File: src/rtl/irqThrPkg.sv
package irqThrPkg;
  localparam int VEC_W   = 8;
  localparam int CLASS_W = 4;
  localparam int NUM_VEC = 1 << VEC_W;

  // Strobes from control to datapath for one cycle
  typedef struct packed {
    logic             setEn;
    logic [VEC_W-1:0] setVec;
    logic             clrEn;
    logic [VEC_W-1:0] clrVec;
    logic             thrEn;
    logic [CLASS_W-1:0] thrVal;
  } ctlStrobes_t;
endpackage

File: src/rtl/irqThrControl.sv
module irqThrControl
  import irqThrPkg::*;
(
  input  logic               reqValid,
  input  logic [VEC_W-1:0]   reqVector,
  input  logic               thrWrite,
  input  logic [CLASS_W-1:0] thrData,
  input  logic               ack,
  input  logic               irqOut,
  input  logic [VEC_W-1:0]   irqVecOut,
  output ctlStrobes_t        strobes
);
  always_comb begin
    strobes.setEn  = reqValid;
    strobes.setVec = reqVector;
    // An acknowledge only counts while a vector is being presented
    strobes.clrEn  = ack && irqOut;
    strobes.clrVec = irqVecOut;
    strobes.thrEn  = thrWrite;
    strobes.thrVal = thrData;
  end
endmodule

File: src/rtl/irqThrDatapath.sv
module irqThrDatapath
  import irqThrPkg::*;
(
  input  logic               clk,
  input  logic               rstN,
  input  ctlStrobes_t        strobes,
  output logic               irqOut,
  output logic [VEC_W-1:0]   irqVecOut
);
  localparam int GRP_W    = VEC_W - CLASS_W;
  localparam int GRP_SIZE = 1 << GRP_W;
  localparam int NUM_GRP  = 1 << CLASS_W;

  logic [NUM_VEC-1:0] pendQ, pendD;
  logic [CLASS_W-1:0] thrQ;

  // Update order: clear first, then set, so a set wins a same-vector clash
  always_comb begin
    pendD = pendQ;
    if (strobes.clrEn) pendD[strobes.clrVec] = 1'b0;
    if (strobes.setEn) pendD[strobes.setVec] = 1'b1;
  end

  always_ff @(posedge clk or negedge rstN) begin
    if (!rstN) begin
      pendQ <= '0;
      thrQ  <= '0;
    end else begin
      pendQ <= pendD;
      if (strobes.thrEn) thrQ <= strobes.thrVal;
    end
  end

  // Two-level priority search: highest member within each class, then highest class
  logic [NUM_GRP-1:0] grpAny;
  logic [GRP_W-1:0]   grpTop [NUM_GRP];

  for (genvar g = 0; g < NUM_GRP; g++) begin : gGroup
    logic [GRP_SIZE-1:0] slice;
    assign slice     = pendQ[g*GRP_SIZE +: GRP_SIZE];
    assign grpAny[g] = |slice;
    always_comb begin
      grpTop[g] = '0;
      for (int i = 0; i < GRP_SIZE; i++)
        if (slice[i]) grpTop[g] = GRP_W'(i);
    end
  end

  logic [CLASS_W-1:0] topGrp;
  always_comb begin
    topGrp = '0;
    for (int g = 0; g < NUM_GRP; g++)
      if (grpAny[g]) topGrp = CLASS_W'(g);
  end

  // The highest pending vector always sits in the highest class, so only it needs the gate
  logic eligible;
  assign eligible  = (|grpAny) && (topGrp > thrQ);
  assign irqOut    = eligible;
  assign irqVecOut = eligible ? {topGrp, grpTop[topGrp]} : '0;
endmodule

File: src/rtl/irq_threshold_ctrl.sv
module irq_threshold_ctrl
  import irqThrPkg::*;
(
  input  logic               clk,
  input  logic               rstN,
  input  logic               reqValid,
  input  logic [VEC_W-1:0]   reqVector,
  input  logic               thrWrite,
  input  logic [CLASS_W-1:0] thrData,
  input  logic               ack,
  output logic               irq,
  output logic [VEC_W-1:0]   irqVector
);
  ctlStrobes_t strobes;

  irqThrControl uCtl (
    .reqValid  (reqValid),
    .reqVector (reqVector),
    .thrWrite  (thrWrite),
    .thrData   (thrData),
    .ack       (ack),
    .irqOut    (irq),
    .irqVecOut (irqVector),
    .strobes   (strobes)
  );

  irqThrDatapath uDp (
    .clk       (clk),
    .rstN      (rstN),
    .strobes   (strobes),
    .irqOut    (irq),
    .irqVecOut (irqVector)
  );
endmodule

File: config.mk
export PLATFORM = sky130hd
export DESIGN_NAME = irq_threshold_ctrl
export DESIGN_NICKNAME = d
export VERILOG_FILES = /design/src/rtl/irqThrPkg.sv /design/src/rtl/irqThrControl.sv /design/src/rtl/irqThrDatapath.sv /design/src/rtl/irq_threshold_ctrl.sv
export SDC_FILE = /design/constraint.sdc
export NUM_CORES = 1
export LEC_CHECK = 0
export CORE_MARGIN = 2
export CORE_UTILIZATION = 50
export DETAILED_ROUTE_END_ITERATION = 12
export HOLD_SLACK_MARGIN = 0.1
export PLACE_DENSITY = 0.69
export SLEW_MARGIN = 20
export SYNTH_ARGS = -nofsm -noshare
export SYNTH_HDL_FRONTEND = slang
export SYNTH_HIERARCHICAL = 1
export SYNTH_SLANG_ARGS = --single-unit
File: constraint.sdc
create_clock -name clk -period 5.1 [get_ports clk]
set_clock_uncertainty 0.15 [all_clocks]
set_input_delay 1.02 -clock clk [delete_from_list [all_inputs] [get_ports clk]]
set_output_delay 1.02 -clock clk [all_outputs]
set_load 0.02 [all_outputs]
==> results.json <==
{
  "synth-seq-cells": 260,
  "maxCapViolations": 0,
  "yosys.area.top_type_share_pct": 49.0,
  "cts.sinks": 260,
  "die_w_um": 167,
  "yosys_most_used_dff": "dfrtp_1",
  "hold_class": "reg -> reg",
  "holdWs_ps": 353,
  "seqPwrFrac_pct": 28.5,
  "p_leak_nw": 8.05,
  "tns_ps": -76530,
  "fin_util_pct": 71.9,
  "finalCriticalPeriod_ps": 5680,
  "tightest_slew_ps": 1290,
  "cp_max_fo": 3,
  "end_kind": "output pin",
  "worst_slack_ps": -583,
  "grt_usage_pct": 35.4,
  "syn_inst": 1534,
  "finalSetupViolations": 263,
  "worstPathCellList": "or4_4 -> or4_4 -> nand2b_4 -> a21o_1 -> a31oi_4 -> inv_2 -> ha_4 -> nor2b_4 -> o21ai_1 -> nand2b_1 -> a21oi_1 -> a41o_1 -> a31o_4 -> or2_4 -> buf_12 -> o31ai_4 -> buf_6",
  "cp_top_family": "simple AND/OR/NAND/NOR gates",
  "drt-wirelength-per-cell_um": 24.2,
  "worst_ep_required_time_ps": 3930,
  "synth-edff-count": 0,
  "clock_latency_ps": 560,
  "drtIter0Drc": 1987,
  "critPathSlowestCell": "or4_4",
  "run_status": "finished with violations",
  "clockPowerShare_pct": 26.2,
  "gr-usage-met3_pct": 7.46,
  "cts_buffers": 28,
  "multi_input_area_sq_um": 7070,
  "num_rows": 59,
  "via_count": 14600,
  "grt_pass1_vias": 13600,
  "ir_worst_vdd_mv": 0.382,
  "maxSlewHeadroom_pct": 13.9,
  "synthToLayoutAreaGrowth_pct": 41.0,
  "place_ws_ps": -485,
  "ant_nets": 0,
  "cts_hold_buf": 0,
  "postSynth.asyncResetShare_pct": 100,
  "h-tree-depth": 1,
  "clkTransAtPathRegs_ps": 70,
  "place_congestion": 1.10,
  "dr.pass1.iters": 8,
  "gr-total-overflow": 0,
  "critPathMaxStageDelay_ps": 560,
  "final_nets": 1894,
  "antenna_cells": 0,
  "avgSynthCellArea_sq_um": 8.66,
  "yosys_warnings": 6,
  "antenna_found_initial": 0,
  "die-area_sq_um": 27900,
  "nFillCells": 1927,
  "io-pin-count": 26,
  "synth_area_leaders": "dfrtp_1 (49%), o21ai_0 (21%), nor4_1 (3.2%)",
  "internal-power_mw": 5.40,
  "synth_most_common_cell": "o21ai_0",
  "syn_area_sq_um": 13300,
  "switchingPower_mw": 3.15,
  "drv_slew": 0,
  "root_buffer": "clkbuf_16",
  "hpwl_um": 33500,
  "period_share_pct": 111,
  "core_region_area_sq_um": 26100,
  "port_buffers": 25,
  "cts.path.max_buffers": 3,
  "drc": 0,
  "yosysSeqAreaShare_pct": 49.0,
  "dieHeight_um": 167,
  "failed_checks": "setup timing",
  "rsz0062_at_grt": "true",
  "max_freq_ghz": 0.176,
  "swShare_pct": 36.8,
  "crit_arrival_ps": 4510,
  "grt_max_degree": 119,
  "synthTopCellsByCount": "o21ai_0 (547), dfrtp_1 (260), nor2_1 (97), nand2_1 (73), nor4_1 (68)",
  "grt_pass1_wl_um": 76900,
  "critPathKind": "reg -> out",
  "grt.busiest_layer": "met2",
  "power.density_nw_per_um2": 456,
  "start_util_pct": 51.0,
  "synth_top_cell_by_area": "dfrtp_1",
  "crit_path_start_kind": "flip-flop",
  "layout-drive-gt1-share_pct": 34.5,
  "met1_usage_pct": 47.4,
  "power_frac_comb_pct": 45.2,
  "hold_violations": 0,
  "cpMostUsedCell": "or4_4",
  "totalWireLength_um": 54000,
  "syn_nets": 1555,
  "vias_per_cell": 6.56,
  "gr-usage-met2_pct": 55.9,
  "yosysUniqueCellTypes": 66,
  "final-seq-area_sq_um": 6510,
  "cts_tree": "yes",
  "path_buf_inv": 3
}
[cell families after synthesis]
group	share of synthesized area (%)
AOI/OAI and AO/OA	28.4
adders and majority gates	0.377
buffers and inverters	5.03
DFF	49.0
muxes	0.405
and+or+nand+nor	16.8
[worst register-to-register path, delay by kind of cell (launching register included)]
kind	cells	cell delay, ps
simple gates	8	1740
compound gates	9	1570
buf+inv	11	1430
flops	1	380
fa+ha+maj	1	180
[repair_timing]
item,CTS,global route
gates resized for setup,93,672
buffers inserted,8,24
setup endpoints to repair,81,251
pin swaps,11,85
cloned,0,6
endpoints found under the hold margin,0,0
[power groups by stage]
stage          sequential (mW)  clock (mW)  combinational (mW)
6_report                  2.44        2.24                3.86
3_3_place_gp              2.45           0                2.96
5_1_grt                   2.46        2.33                4.05
3_5_place_dp              2.46           0                3.00
4_1_cts                   2.42        2.25                3.11
2_1_floorplan             2.47           0                1.56
[per-layer routing]
layer	share of wire (%)	vias to the layer above
li1	-	6387
met1	40	7058
met2	44	952
met3	10	227
met4	6.4	0
met5	0	-
[state kept, by name, indices dropped and copies added (netlist names)]
name and flops:
uDp/thrQ 4, uDp/pendQ 256
[through the flow]
stage,instances,power [mW],area (sq um)
final,2230,8.54,18700
after global routing,2230,8.85,18700
after CTS,2203,7.78,17400
after detailed placement,2143,5.45,16300
after global placement,2143,5.41,16300
after floorplan,1534,4.03,13400
[path summary, 6_finish.rpt]
kind,from,to,slack [ps],depth (start not counted)
max,uDp/pendQ[63],irqVector[2],-580,17
min,uDp/pendQ[112],uDp/pendQ[112],350,2
max reg2reg,uDp/pendQ[63],uDp/pendQ[212],-520,29
min reg2reg,uDp/pendQ[112],uDp/pendQ[112],350,2
max in group asynchronous,rstN,uDp/pendQ[180],3370,2
min in group asynchronous,rstN,uDp/pendQ[68],400,1
[layout make-up]
type	count	share of cell area (%)
clock inverter	12	1.04
multi-input combinational	1130	37.7
sequential	260	34.7
tap	335	2.24
clock buffer	40	4.41
timing repair buffer	402	18.8
inverter	51	1.05
[cell usage in the layout (no fill, tap or decap), drive strengths merged, types with 11 or more instances in the layout]
master | Yosys | final
nand3 | 35 | 35
nand4 | 13 | 13
nor4 | 68 | 68
nor2b | 30 | 30
nand2 | 73 | 73
nor2 | 97 | 97
a21oi | 50 | 50
inv | 50 | 50
dfrtp | 260 | 260
clkdlybuf4s50 | 0 | 15
or4 | 11 | 11
nand2b | 28 | 28
buf | 28 | 382
clkbuf | 65 | 45
a211oi | 16 | 16
o21ai | 547 | 547
nor3 | 41 | 41
Power figures use the tool's default switching activity.
